==> src/rtl/prof_pkg.sv <==
package prof_pkg;
  localparam int unsigned REG_W  = 32;
  localparam int unsigned ADDR_W = 6;
  localparam int unsigned CTRL_W = 2;
  localparam int unsigned EVT_W  = 64;
  localparam int unsigned ENTRY_W = REG_W + EVT_W;

  localparam logic [ADDR_W-1:0] ADDR_CTRL  = 6'h00;
  localparam logic [ADDR_W-1:0] ADDR_CYC   = 6'h01;
  localparam logic [ADDR_W-1:0] ADDR_DROP  = 6'h02;
  localparam logic [ADDR_W-1:0] ADDR_TRACE = 6'h03;
  localparam logic [1:0]        PROF_PAGE  = 2'b01;

  localparam int unsigned CTRL_CLEAR_BIT = 0;
  localparam int unsigned CTRL_STOP_BIT  = 1;

  typedef enum logic [1:0] {
    W_STAMP = 2'd0,
    W_LO    = 2'd1,
    W_HI    = 2'd2
  } word_sel_e;
endpackage

==> src/rtl/prof_counter.sv <==
module prof_counter #(
  parameter int unsigned W        = 32,
  parameter bit          SATURATE = 1'b1
) (
  input  logic         clk_i,
  input  logic         rst_ni,
  input  logic         clear_i,
  input  logic         inc_i,
  output logic [W-1:0] cnt_o,
  output logic         ovf_o
);
  logic [W-1:0] cnt_q;
  logic         ovf_q;
  logic         at_max;

  assign at_max = &cnt_q;

  generate
    if (SATURATE) begin : g_sat
      always_ff @(posedge clk_i or negedge rst_ni) begin
        if (!rst_ni) begin
          cnt_q <= '0;
          ovf_q <= 1'b0;
        end else if (clear_i) begin
          cnt_q <= '0;
          ovf_q <= 1'b0;
        end else if (inc_i) begin
          if (at_max) ovf_q <= 1'b1;
          else        cnt_q <= cnt_q + 1'b1;
        end
      end
    end else begin : g_wrap
      always_ff @(posedge clk_i or negedge rst_ni) begin
        if (!rst_ni) begin
          cnt_q <= '0;
          ovf_q <= 1'b0;
        end else if (clear_i) begin
          cnt_q <= '0;
          ovf_q <= 1'b0;
        end else if (inc_i) begin
          cnt_q <= cnt_q + 1'b1;
          if (at_max) ovf_q <= 1'b1;
        end
      end
    end
  endgenerate

  assign cnt_o = cnt_q;
  assign ovf_o = ovf_q;
endmodule

==> src/rtl/prof_cnt_bank.sv <==
module prof_cnt_bank #(
  parameter int unsigned N_CNT = 16,
  parameter int unsigned CNT_W = 32
) (
  input  logic                   clk_i,
  input  logic                   rst_ni,
  input  logic                   clear_i,
  input  logic                   run_i,
  input  logic [N_CNT-1:0]       hit_i,
  output logic [N_CNT*CNT_W-1:0] cnt_flat_o,
  output logic [N_CNT-1:0]       ovf_o
);
  for (genvar i = 0; i < N_CNT; i++) begin : g_cnt
    prof_counter #(.W(CNT_W), .SATURATE(1'b1)) u_cnt (
      .clk_i  (clk_i),
      .rst_ni (rst_ni),
      .clear_i(clear_i),
      .inc_i  (run_i & hit_i[i]),
      .cnt_o  (cnt_flat_o[i*CNT_W +: CNT_W]),
      .ovf_o  (ovf_o[i])
    );
  end
endmodule

==> src/rtl/prof_trace_fifo.sv <==
module prof_trace_fifo #(
  parameter int unsigned DEPTH   = 16,
  parameter int unsigned ENTRY_W = 96,
  localparam int unsigned PW = $clog2(DEPTH),
  localparam int unsigned CW = PW + 1
) (
  input  logic               clk_i,
  input  logic               rst_ni,
  input  logic               clear_i,
  input  logic               push_i,
  input  logic [ENTRY_W-1:0] entry_i,
  input  logic               pop_i,
  output logic [ENTRY_W-1:0] head_o,
  output logic [CW-1:0]      count_o,
  output logic               full_o,
  output logic               empty_o,
  output logic               drop_o
);
  logic [ENTRY_W-1:0] mem [DEPTH];
  logic [PW-1:0] wr_ptr_q, rd_ptr_q;
  logic [CW-1:0] cnt_q;
  logic do_push, do_pop;

  assign full_o  = (cnt_q == CW'(DEPTH));
  assign empty_o = (cnt_q == '0);
  assign do_push = push_i & ~full_o & ~clear_i;
  assign do_pop  = pop_i & ~empty_o & ~clear_i;
  assign drop_o  = push_i & full_o & ~clear_i;

  always_ff @(posedge clk_i or negedge rst_ni) begin
    if (!rst_ni) begin
      wr_ptr_q <= '0;
      rd_ptr_q <= '0;
      cnt_q    <= '0;
    end else if (clear_i) begin
      wr_ptr_q <= '0;
      rd_ptr_q <= '0;
      cnt_q    <= '0;
    end else begin
      if (do_push) wr_ptr_q <= wr_ptr_q + 1'b1;
      if (do_pop)  rd_ptr_q <= rd_ptr_q + 1'b1;
      case ({do_push, do_pop})
        2'b10:   cnt_q <= cnt_q + 1'b1;
        2'b01:   cnt_q <= cnt_q - 1'b1;
        default: cnt_q <= cnt_q;
      endcase
    end
  end

  always_ff @(posedge clk_i) begin
    if (do_push) mem[wr_ptr_q] <= entry_i;
  end

  assign head_o  = mem[rd_ptr_q];
  assign count_o = cnt_q;
endmodule

==> src/rtl/prof_host_if.sv <==
module prof_host_if
  import prof_pkg::*;
#(
  parameter int unsigned N_CNT = 16,
  parameter int unsigned CNT_W = 32
) (
  input  logic                   clk_i,
  input  logic                   rst_ni,
  input  logic [ADDR_W-1:0]      reg_addr_i,
  input  logic                   reg_rd_i,
  input  logic                   reg_wr_i,
  input  logic [CTRL_W-1:0]      reg_wdata_i,
  output logic [REG_W-1:0]       reg_rdata_o,
  input  logic [REG_W-1:0]       status_i,
  input  logic [CNT_W-1:0]       cyc_i,
  input  logic [REG_W-1:0]       drop_i,
  input  logic [N_CNT*CNT_W-1:0] prof_flat_i,
  input  logic [ENTRY_W-1:0]     head_i,
  input  logic                   empty_i,
  output logic                   clear_o,
  output logic                   stop_o,
  output logic                   pop_o
);
  word_sel_e   sel_q;
  logic        stop_q;
  logic        trace_rd;
  logic [3:0]  prof_idx;

  assign clear_o  = reg_wr_i & (reg_addr_i == ADDR_CTRL) & reg_wdata_i[CTRL_CLEAR_BIT];
  assign trace_rd = reg_rd_i & (reg_addr_i == ADDR_TRACE) & ~empty_i;
  assign pop_o    = trace_rd & (sel_q == W_HI);
  assign prof_idx = reg_addr_i[3:0];

  always_ff @(posedge clk_i or negedge rst_ni) begin
    if (!rst_ni) begin
      stop_q <= 1'b0;
      sel_q  <= W_STAMP;
    end else begin
      if (reg_wr_i && reg_addr_i == ADDR_CTRL) stop_q <= reg_wdata_i[CTRL_STOP_BIT];
      if (clear_o) begin
        sel_q <= W_STAMP;
      end else if (trace_rd) begin
        case (sel_q)
          W_STAMP: sel_q <= W_LO;
          W_LO:    sel_q <= W_HI;
          default: sel_q <= W_STAMP;
        endcase
      end
    end
  end

  always_comb begin
    reg_rdata_o = '0;
    case (reg_addr_i)
      ADDR_CTRL: reg_rdata_o = status_i;
      ADDR_CYC:  reg_rdata_o = REG_W'(cyc_i);
      ADDR_DROP: reg_rdata_o = drop_i;
      ADDR_TRACE: begin
        if (!empty_i) begin
          case (sel_q)
            W_STAMP: reg_rdata_o = head_i[REG_W-1:0];
            W_LO:    reg_rdata_o = head_i[2*REG_W-1:REG_W];
            default: reg_rdata_o = head_i[3*REG_W-1:2*REG_W];
          endcase
        end
      end
      default: begin
        if (reg_addr_i[5:4] == PROF_PAGE && int'(prof_idx) < N_CNT)
          reg_rdata_o = REG_W'(prof_flat_i[int'(prof_idx)*CNT_W +: CNT_W]);
      end
    endcase
  end

  assign stop_o = stop_q;
endmodule

==> src/rtl/prof_trace_unit.sv <==
module prof_trace_unit
  import prof_pkg::*;
#(
  parameter int unsigned N_CNT       = 16,
  parameter int unsigned CNT_W       = 32,
  parameter int unsigned TRACE_DEPTH = 16,
  localparam int unsigned FCW = $clog2(TRACE_DEPTH) + 1
) (
  input  logic                 clk_i,
  input  logic                 rst_ni,
  input  logic [N_CNT-1:0]     prof_hit_i,
  input  logic                 evt_valid_i,
  input  logic [EVT_W-1:0]     evt_data_i,
  input  logic [ADDR_W-1:0]    reg_addr_i,
  input  logic                 reg_rd_i,
  input  logic                 reg_wr_i,
  input  logic [CTRL_W-1:0]    reg_wdata_i,
  output logic [REG_W-1:0]     reg_rdata_o
);
  logic                   clear, stopped, run, pop;
  logic [CNT_W-1:0]       cyc_cnt;
  logic                   cyc_ovf;
  logic [N_CNT*CNT_W-1:0] prof_flat;
  logic [N_CNT-1:0]       prof_ovf;
  logic [ENTRY_W-1:0]     entry, head;
  logic [FCW-1:0]         fifo_cnt;
  logic                   full, empty, drop;
  logic [REG_W-1:0]       drop_cnt;
  logic                   drop_ovf;
  logic [REG_W-1:0]       status;

  assign run   = ~stopped;
  assign entry = {evt_data_i, REG_W'(cyc_cnt)};

  prof_counter #(.W(CNT_W), .SATURATE(1'b0)) u_cyc (
    .clk_i(clk_i), .rst_ni(rst_ni), .clear_i(clear),
    .inc_i(run), .cnt_o(cyc_cnt), .ovf_o(cyc_ovf)
  );

  prof_cnt_bank #(.N_CNT(N_CNT), .CNT_W(CNT_W)) u_bank (
    .clk_i(clk_i), .rst_ni(rst_ni), .clear_i(clear), .run_i(run),
    .hit_i(prof_hit_i), .cnt_flat_o(prof_flat), .ovf_o(prof_ovf)
  );

  prof_trace_fifo #(.DEPTH(TRACE_DEPTH), .ENTRY_W(ENTRY_W)) u_fifo (
    .clk_i(clk_i), .rst_ni(rst_ni), .clear_i(clear),
    .push_i(evt_valid_i & run), .entry_i(entry), .pop_i(pop),
    .head_o(head), .count_o(fifo_cnt), .full_o(full), .empty_o(empty),
    .drop_o(drop)
  );

  prof_counter #(.W(REG_W), .SATURATE(1'b1)) u_drop (
    .clk_i(clk_i), .rst_ni(rst_ni), .clear_i(clear),
    .inc_i(drop), .cnt_o(drop_cnt), .ovf_o(drop_ovf)
  );

  always_comb begin
    status        = '0;
    status[0]     = empty;
    status[1]     = stopped;
    status[2]     = cyc_ovf;
    status[3]     = full;
    status[4]     = drop_ovf;
    status[15:8]  = 8'(fifo_cnt);
    status[31:16] = 16'(prof_ovf);
  end

  prof_host_if #(.N_CNT(N_CNT), .CNT_W(CNT_W)) u_host (
    .clk_i(clk_i), .rst_ni(rst_ni),
    .reg_addr_i(reg_addr_i), .reg_rd_i(reg_rd_i), .reg_wr_i(reg_wr_i),
    .reg_wdata_i(reg_wdata_i), .reg_rdata_o(reg_rdata_o),
    .status_i(status), .cyc_i(cyc_cnt), .drop_i(drop_cnt),
    .prof_flat_i(prof_flat), .head_i(head), .empty_i(empty),
    .clear_o(clear), .stop_o(stopped), .pop_o(pop)
  );
endmodule

==> config.mk <==
export PLATFORM = sky130hd
export DESIGN_NAME = prof_trace_unit
export DESIGN_NICKNAME = d
export VERILOG_FILES = /design/src/rtl/prof_pkg.sv /design/src/rtl/prof_counter.sv /design/src/rtl/prof_cnt_bank.sv /design/src/rtl/prof_trace_fifo.sv /design/src/rtl/prof_host_if.sv /design/src/rtl/prof_trace_unit.sv
export SDC_FILE = /design/constraint.sdc
export NUM_CORES = 2
export LEC_CHECK = 0
export BUFFER_PORTS_ARGS = -buffer_cell sky130_fd_sc_hd__buf_2
export CAP_MARGIN = 10
export CORE_MARGIN = 10
export CORE_UTILIZATION = 40
export DETAILED_ROUTE_END_ITERATION = 8
export MAX_ROUTING_LAYER = met4
export PLACE_DENSITY = 0.54
export RECOVER_POWER = 50
export SYNTH_ARGS = -nofsm -noshare
export SYNTH_HDL_FRONTEND = slang
export SYNTH_SLANG_ARGS = --single-unit
==> constraint.sdc <==
create_clock -name clk_i -period 14.8 [get_ports clk_i]
set_input_delay 0 -clock clk_i [delete_from_list [all_inputs] [get_ports clk_i]]
set_output_delay 0 -clock clk_i [all_outputs]
set_load 0.1 [all_outputs]
-- Word-level counts from Yosys, hierarchy flattened
Memory sizes are Yosys's and may differ from the RTL's.
Index checks and enable logic that the tools add are counted.
- input bits: 93
- memories: 1
- logic and storage cells: 342
- memory bits (writable): 1536
- register bits after elaboration: 610
- output and inout port bits: 32
- eq/ne operators: 27
- shifts and indexed selects: 1
- bitwise operators: 32
- add/subtract/negate cells: 22
- reduce and logical (&&, ||, !) cells: 96
- muxes and demuxes: 122
- memories (name ; words ; width ; read ports ; clocked after memory_dff ; write ports ; RTL line ; source):
    u_fifo.mem ; 16 ; 96 ; 1 ; 0 ; 1 ; prof_trace_fifo.sv:19 ; logic [ENTRY_W-1:0] mem [DEPTH];
- operators by type and width (cell ; count):
    32-bit two-way mux ; 55
    32-bit by 1-bit adder with 32-bit output, second input constant ; 18
    32-bit AND reduction ; 18
    512-bit by 10-bit variable part select with 32-bit output ; 1
    32-bit case mux with 4 select lines ; 1
    2-bit nonzero test ; 38
    2-bit AND reduction ; 35
    32-bit case mux with 2 select lines ; 1
    1-bit two-way mux ; 56
    2-bit by 1-bit inequality test with 1-bit output, second input constant ; 16
    1-bit AND ; 28
    4-bit two-way mux ; 4
    6-bit by 2-bit equality test with 1-bit output, second input constant ; 2
    5-bit case mux with 2 select lines ; 1
    4-bit by 1-bit adder with 4-bit output, second input constant ; 2
    2-bit by 1-bit equality test with 1-bit output, second input constant ; 3
    6-bit by 1-bit equality test with 1-bit output, second input constant ; 1
    6-bit zero test ; 1
    5-bit by 1-bit adder with 5-bit output, second input constant ; 1
    5-bit equality test, second input constant ; 1
    5-bit zero test ; 1
    5-bit two-way mux ; 1
    5-bit by 1-bit subtractor with 5-bit output, second input constant ; 1
    2-bit equality test, second input constant ; 2
    other kinds (7) ; 12

-- Logic depth before layout (Yosys ltp)
- depth after elaboration: 9
- depth in mapped cells: 12
- depth with buffers taken out: 10

-- Hierarchy
A second synthesis with hierarchy kept.
- cell total of the unflattened synthesis: 7398
- area total of the unflattened synthesis: 99690.6 um^2
- by module, submodules not included (module ; cells each ; sequential area each (um^2) ; area each (um^2) ; times used):
    prof_trace_fifo ; 2968 ; 46449.5 ; 59552.1 ; 1
    prof_counter at u_bank.g_cnt[0].u_cnt ... ; 207 ; 825.8 ; 1881.8 ; 17
    prof_host_if ; 702 ; 75.1 ; 6247.2 ; 1
    prof_counter at u_cyc ; 189 ; 825.8 ; 1760.4 ; 1
    prof_cnt_bank ; 17 ; 0.0 ; 126.4 ; 1
    prof_trace_unit ; 3 ; 0.0 ; 13.8 ; 1

-- Least setup slack after synthesis
OpenSTA, ideal clock, no wires.
- path type: input-to-reg
- from: input reg_addr_i[1]
- to: memory u_fifo.mem[3][0], enable pin
- setup time: 787 ps
- path slack: 3656 ps
- path buffers: 3
- cell stages on the path: 7
- required time: 14013 ps
- arrival time: 10357 ps
- cells stage by stage: clkbuf_1 and4bb_2 nand2_1 clkbuf_1 buf_1 nand2_1 nor4_1
- longest elaborated chain between the ends: 7
- ends and longest elaborated chain (what ; RTL line ; source):
    from (decl) ; prof_trace_unit.sv:14 ; input logic [ADDR_W-1:0] reg_addr_i,
    6-bit zero test ; prof_host_if.sv:29 ; assign clear_o = reg_wr_i & (reg_addr_i == ADDR_CTRL) & reg_wdata_i[CTRL_CLEAR_BIT];
    1-bit AND (2 in a row) ; prof_host_if.sv:29 ;
    1-bit NOT ; prof_trace_fifo.sv:26 ; assign do_push = push_i & ~full_o & ~clear_i;
    1-bit AND ; prof_trace_fifo.sv:26 ;
    1-bit two-way mux ; prof_trace_fifo.sv:51 ; if (do_push) mem[wr_ptr_q] <= entry_i;
    1-bit two-way mux (implied by the code) ; prof_trace_fifo.sv:51 ;
    to (decl) ; prof_trace_fifo.sv:19 ;
No other way between the ends.

==> qor.txt <==
status - finished with violations
failing checks - max-capacitance violations, max-slew violations
DRT Pass-1 Iters - 5
Leak - 35.98 nW
Post-synth EDFFs - 1536
Remaining DRCs - 0
cell count after placement - 9534
Final Hold Viols - 0
Final GP Congestion - 0.8936
vias post-DR - 59380
Ys Warns - 0
Fmax achieved - 0.1313 GHz
vias in the first global route - 58340
CTS Sinks - 2146
Reg power frac - 0.513
FF/Latch Area - 0.06140 sq mm
Hold Buf Count CTS - 105
synthesis-to-layout area growth - 13.22%
most common cell after layout, fill and taps aside - edfxtp_1
vias per std cell - 5.896
Req. time, crit path - 14570 ps
total die area - 0.2578 sq mm
Comb power frac - 0.110
Reg2Reg Setup Slack - 9880 ps
Slew headroom - -2.470
layout cells sized above 1 - 0.1486
Arrival @ worst endpoint - 7380 ps
Site Rows - 178
syn_nets - 6616
Ports - 125
Syn Area/Cell - 14.65 sq um
initial antenna violation count - 22
CP Capture Point - u_fifo.rd_ptr_q[0]
Hold Path Class - input port to register
Final Slew Violations - 562
sequential area share after synthesis - 0.6452
Root Buffer - clkbuf_16
GRT Util Overall - 0.2214
average routed wire per standard cell - 28.14 um
min Tclk post-route - 7616 ps
first-pass GRT wire length - 414900 um
nets@finish - 6837
Die Wd - 507.7 um
Cell Int Power - 10.90 mW
final WL - 283400 um
Synth Flop Type - edfxtp_1
CTS clk-pin slew, worst paths - 60 ps
latest clock arrival within the worst-skew pair - 870 ps
crit-path max FO - 69
CP startpoint - rst_ni
PD cells - 138.3 mW/mm^2
Switch Pwr - 4.004 mW
Worst-Margin Slew - 5205 ps
total gr overflow - 0
Cells after Synth - 6496
post-synth cell types - 78
Post-DP HPWL - 173700 um
Final Non-Filler Cells - 10070
Starting Density - 0.4034
reg2reg start - u_host.stop_o
commonest non-fill, non-tap cells in the layout - 1536 x edfxtp_1, 615 x nor2_1, 605 x dfrtp_1, 453 x mux4_2, 336 x nand2_1
fillcell total - 20780
Synth Register Bits - 2146
core area - 0.2359 sq mm
Mapped Area - 0.09514 sq mm
Die Height - 507.7 um
Iter 0 DRT Violations - 6190
post-route ant nets - 0
CTS tree - yes
Max Cap Viol - 10
fin crit share - 0.5146
PortBufs - 124
H-tree levels - 4
Worst Setup Start Kind - input port
TritonCTS Buffers - 224
RR Endpoint - u_bank.g_cnt[3].u_cnt.cnt_o[23]
skew final - 66.66 ps
Post-synth ARST share - 0.2842
Resize count post-CTS - 0
VDD IR max - 0.1261 mV
RSZ-0062 raised after global routing - false
worst reg2reg path depth - 8
hold_ws - 71.64 ps
pin count of the biggest net entering global routing - 180
worst setup path class - input port to asynchronous set/reset pin
Switching Share - 0.2687
Clock Power Share - 0.377
Total Power - 14.90 mW
Sum Neg Setup Slack - 0 ps
buffer depth of the longest clock path - 3
area of the multi-input gates - 0.03228 sq mm
CP Capture Type - asynchronous set/reset pin
postcts setup bufs - 0
final setup vio count - 0
## routing by layer
| layer | global-route usage | vias to the layer above | part of all wire |
|---|---|---|---|
| met1 | 0.3094 | 31210 | 0.44 |
| met2 | 0.3386 | 2014 | 0.47 |
| met3 | 0.03606 | 395 | 0.064 |
| li1 | - | 25760 | - |
| met5 | - | - | 0 |
| met4 | 0.05718 | 0 | 0.028 |
## how the worst min path moves through the flow
stage | start | to | slack (ps) | cells after the start
5_1_grt | reg_rd_i | u_host.sel_q[0] | 60 | 4
4_1_cts | evt_data_i[56] | u_fifo.mem[13][88] | 4 | 2
3_5_place_dp | rst_ni | u_bank.g_cnt[8].u_cnt.cnt_o[15] | 110 | 1
6_report | reg_rd_i | u_host.sel_q[0] | 70 | 4
3_3_place_gp | rst_ni | u_bank.g_cnt[8].u_cnt.cnt_o[15] | 110 | 1
2_1_floorplan | rst_ni | u_bank.g_cnt[0].u_cnt.cnt_o[0] | -300 | 0
## area by class of cell
class / instances / area share
inverter: 57 / 0.001986
multi-input combinational: 3956 / 0.2997
clock buffer: 327 / 0.05758
tap: 3150 / 0.03659
antenna: 16 / 0.0003717
sequential: 2146 / 0.5700
timing repair buffer: 332 / 0.02325
clock inverter: 87 / 0.01048
## sequential cells by signal, summed over array words and instances (netlist names), 2 cells and up
name,flops
u_drop.cnt_o,32
u_fifo.mem,1536
u_host.sel_q,2
u_bank.g_cnt.u_cnt.ovf_o,16
u_fifo.rd_ptr_q,4
u_cyc.cnt_o,32
u_fifo.count_o,5
u_fifo.wr_ptr_q,4
u_bank.g_cnt.u_cnt.cnt_o,512
## per-stage QoR
step,utilization,instance area [sq um],setup WS [ps]
floorplan,-,95140,3656
global placement,0.4216,99450,9446
detailed placement,0.4216,99450,9504
CTS,0.4573,107800,8527
global route,0.4567,107700,6074
finish,0.4567,107700,7184
## worst max-delay path, stage by stage
cell and delay, ps:
dlygate4sd3_1 520, dlygate4sd3_1 540, clkbuf_1 760, clkbuf_1 2950, clkbuf_1 2500
## synth_stat cells, types with 24 or more instances
master    count  area [sq um]
edfxtp_1   1536         46120
nand2_1     337          1265
dfrtp_1     610         15260
nand4_1     205          1282
mux4_2      453         10200
xnor2_1     214          1874
or4_1        24         180.2
and2_1       33         206.5
a22oi_1      56         420.4
nor4_1       80         500.5
nor3_1      140         700.7
and3_1       74         462.9
clkbuf_1    187         701.9
o221ai_1    104         910.9
nand3_1     251          1256
a21oi_1     247          1236
ha_1         26         325.3
o21ai_0     133         665.6
buf_1        41         153.9
xor2_1      240          2102
mux2i_1     225          2252
mux2_2       27         304.0
nor2_1      620          2327
or3_1       104         650.6
nor2b_1      24         150.1
inv_1        57         214.0
buf_2       106         530.5
nand2b_1     27         168.9
and4_1       71         621.9
## power groups by stage
stage / registers [mW] / logic, mW / clock network, mW
floorplan: 7.62 / 0.996 / 0
global placement: 7.72 / 1.60 / 0
detailed placement: 7.75 / 1.63 / 0
CTS: 7.63 / 1.66 / 5.74
global route: 7.70 / 1.78 / 5.99
finish: 7.64 / 1.64 / 5.62
## kinds of logic (layout without fill, tap and decap cells)
| kind of cell | Yosys count | in the layout | share of synthesized area |
|---|---|---|---|
| simple gates | 2077 | 2077 | 0.1113 |
| xor+xnor | 454 | 454 | 0.04179 |
| fa+ha+maj | 27 | 27 | 0.003630 |
| buf+inv | 394 | 803 | 0.01706 |
| other cells | 0 | 16 | 0 |
| flops | 2146 | 2146 | 0.6452 |
| compound gates | 693 | 693 | 0.04690 |
| mux | 705 | 705 | 0.1341 |
Note: power is estimated with default switching activity, not from simulation.
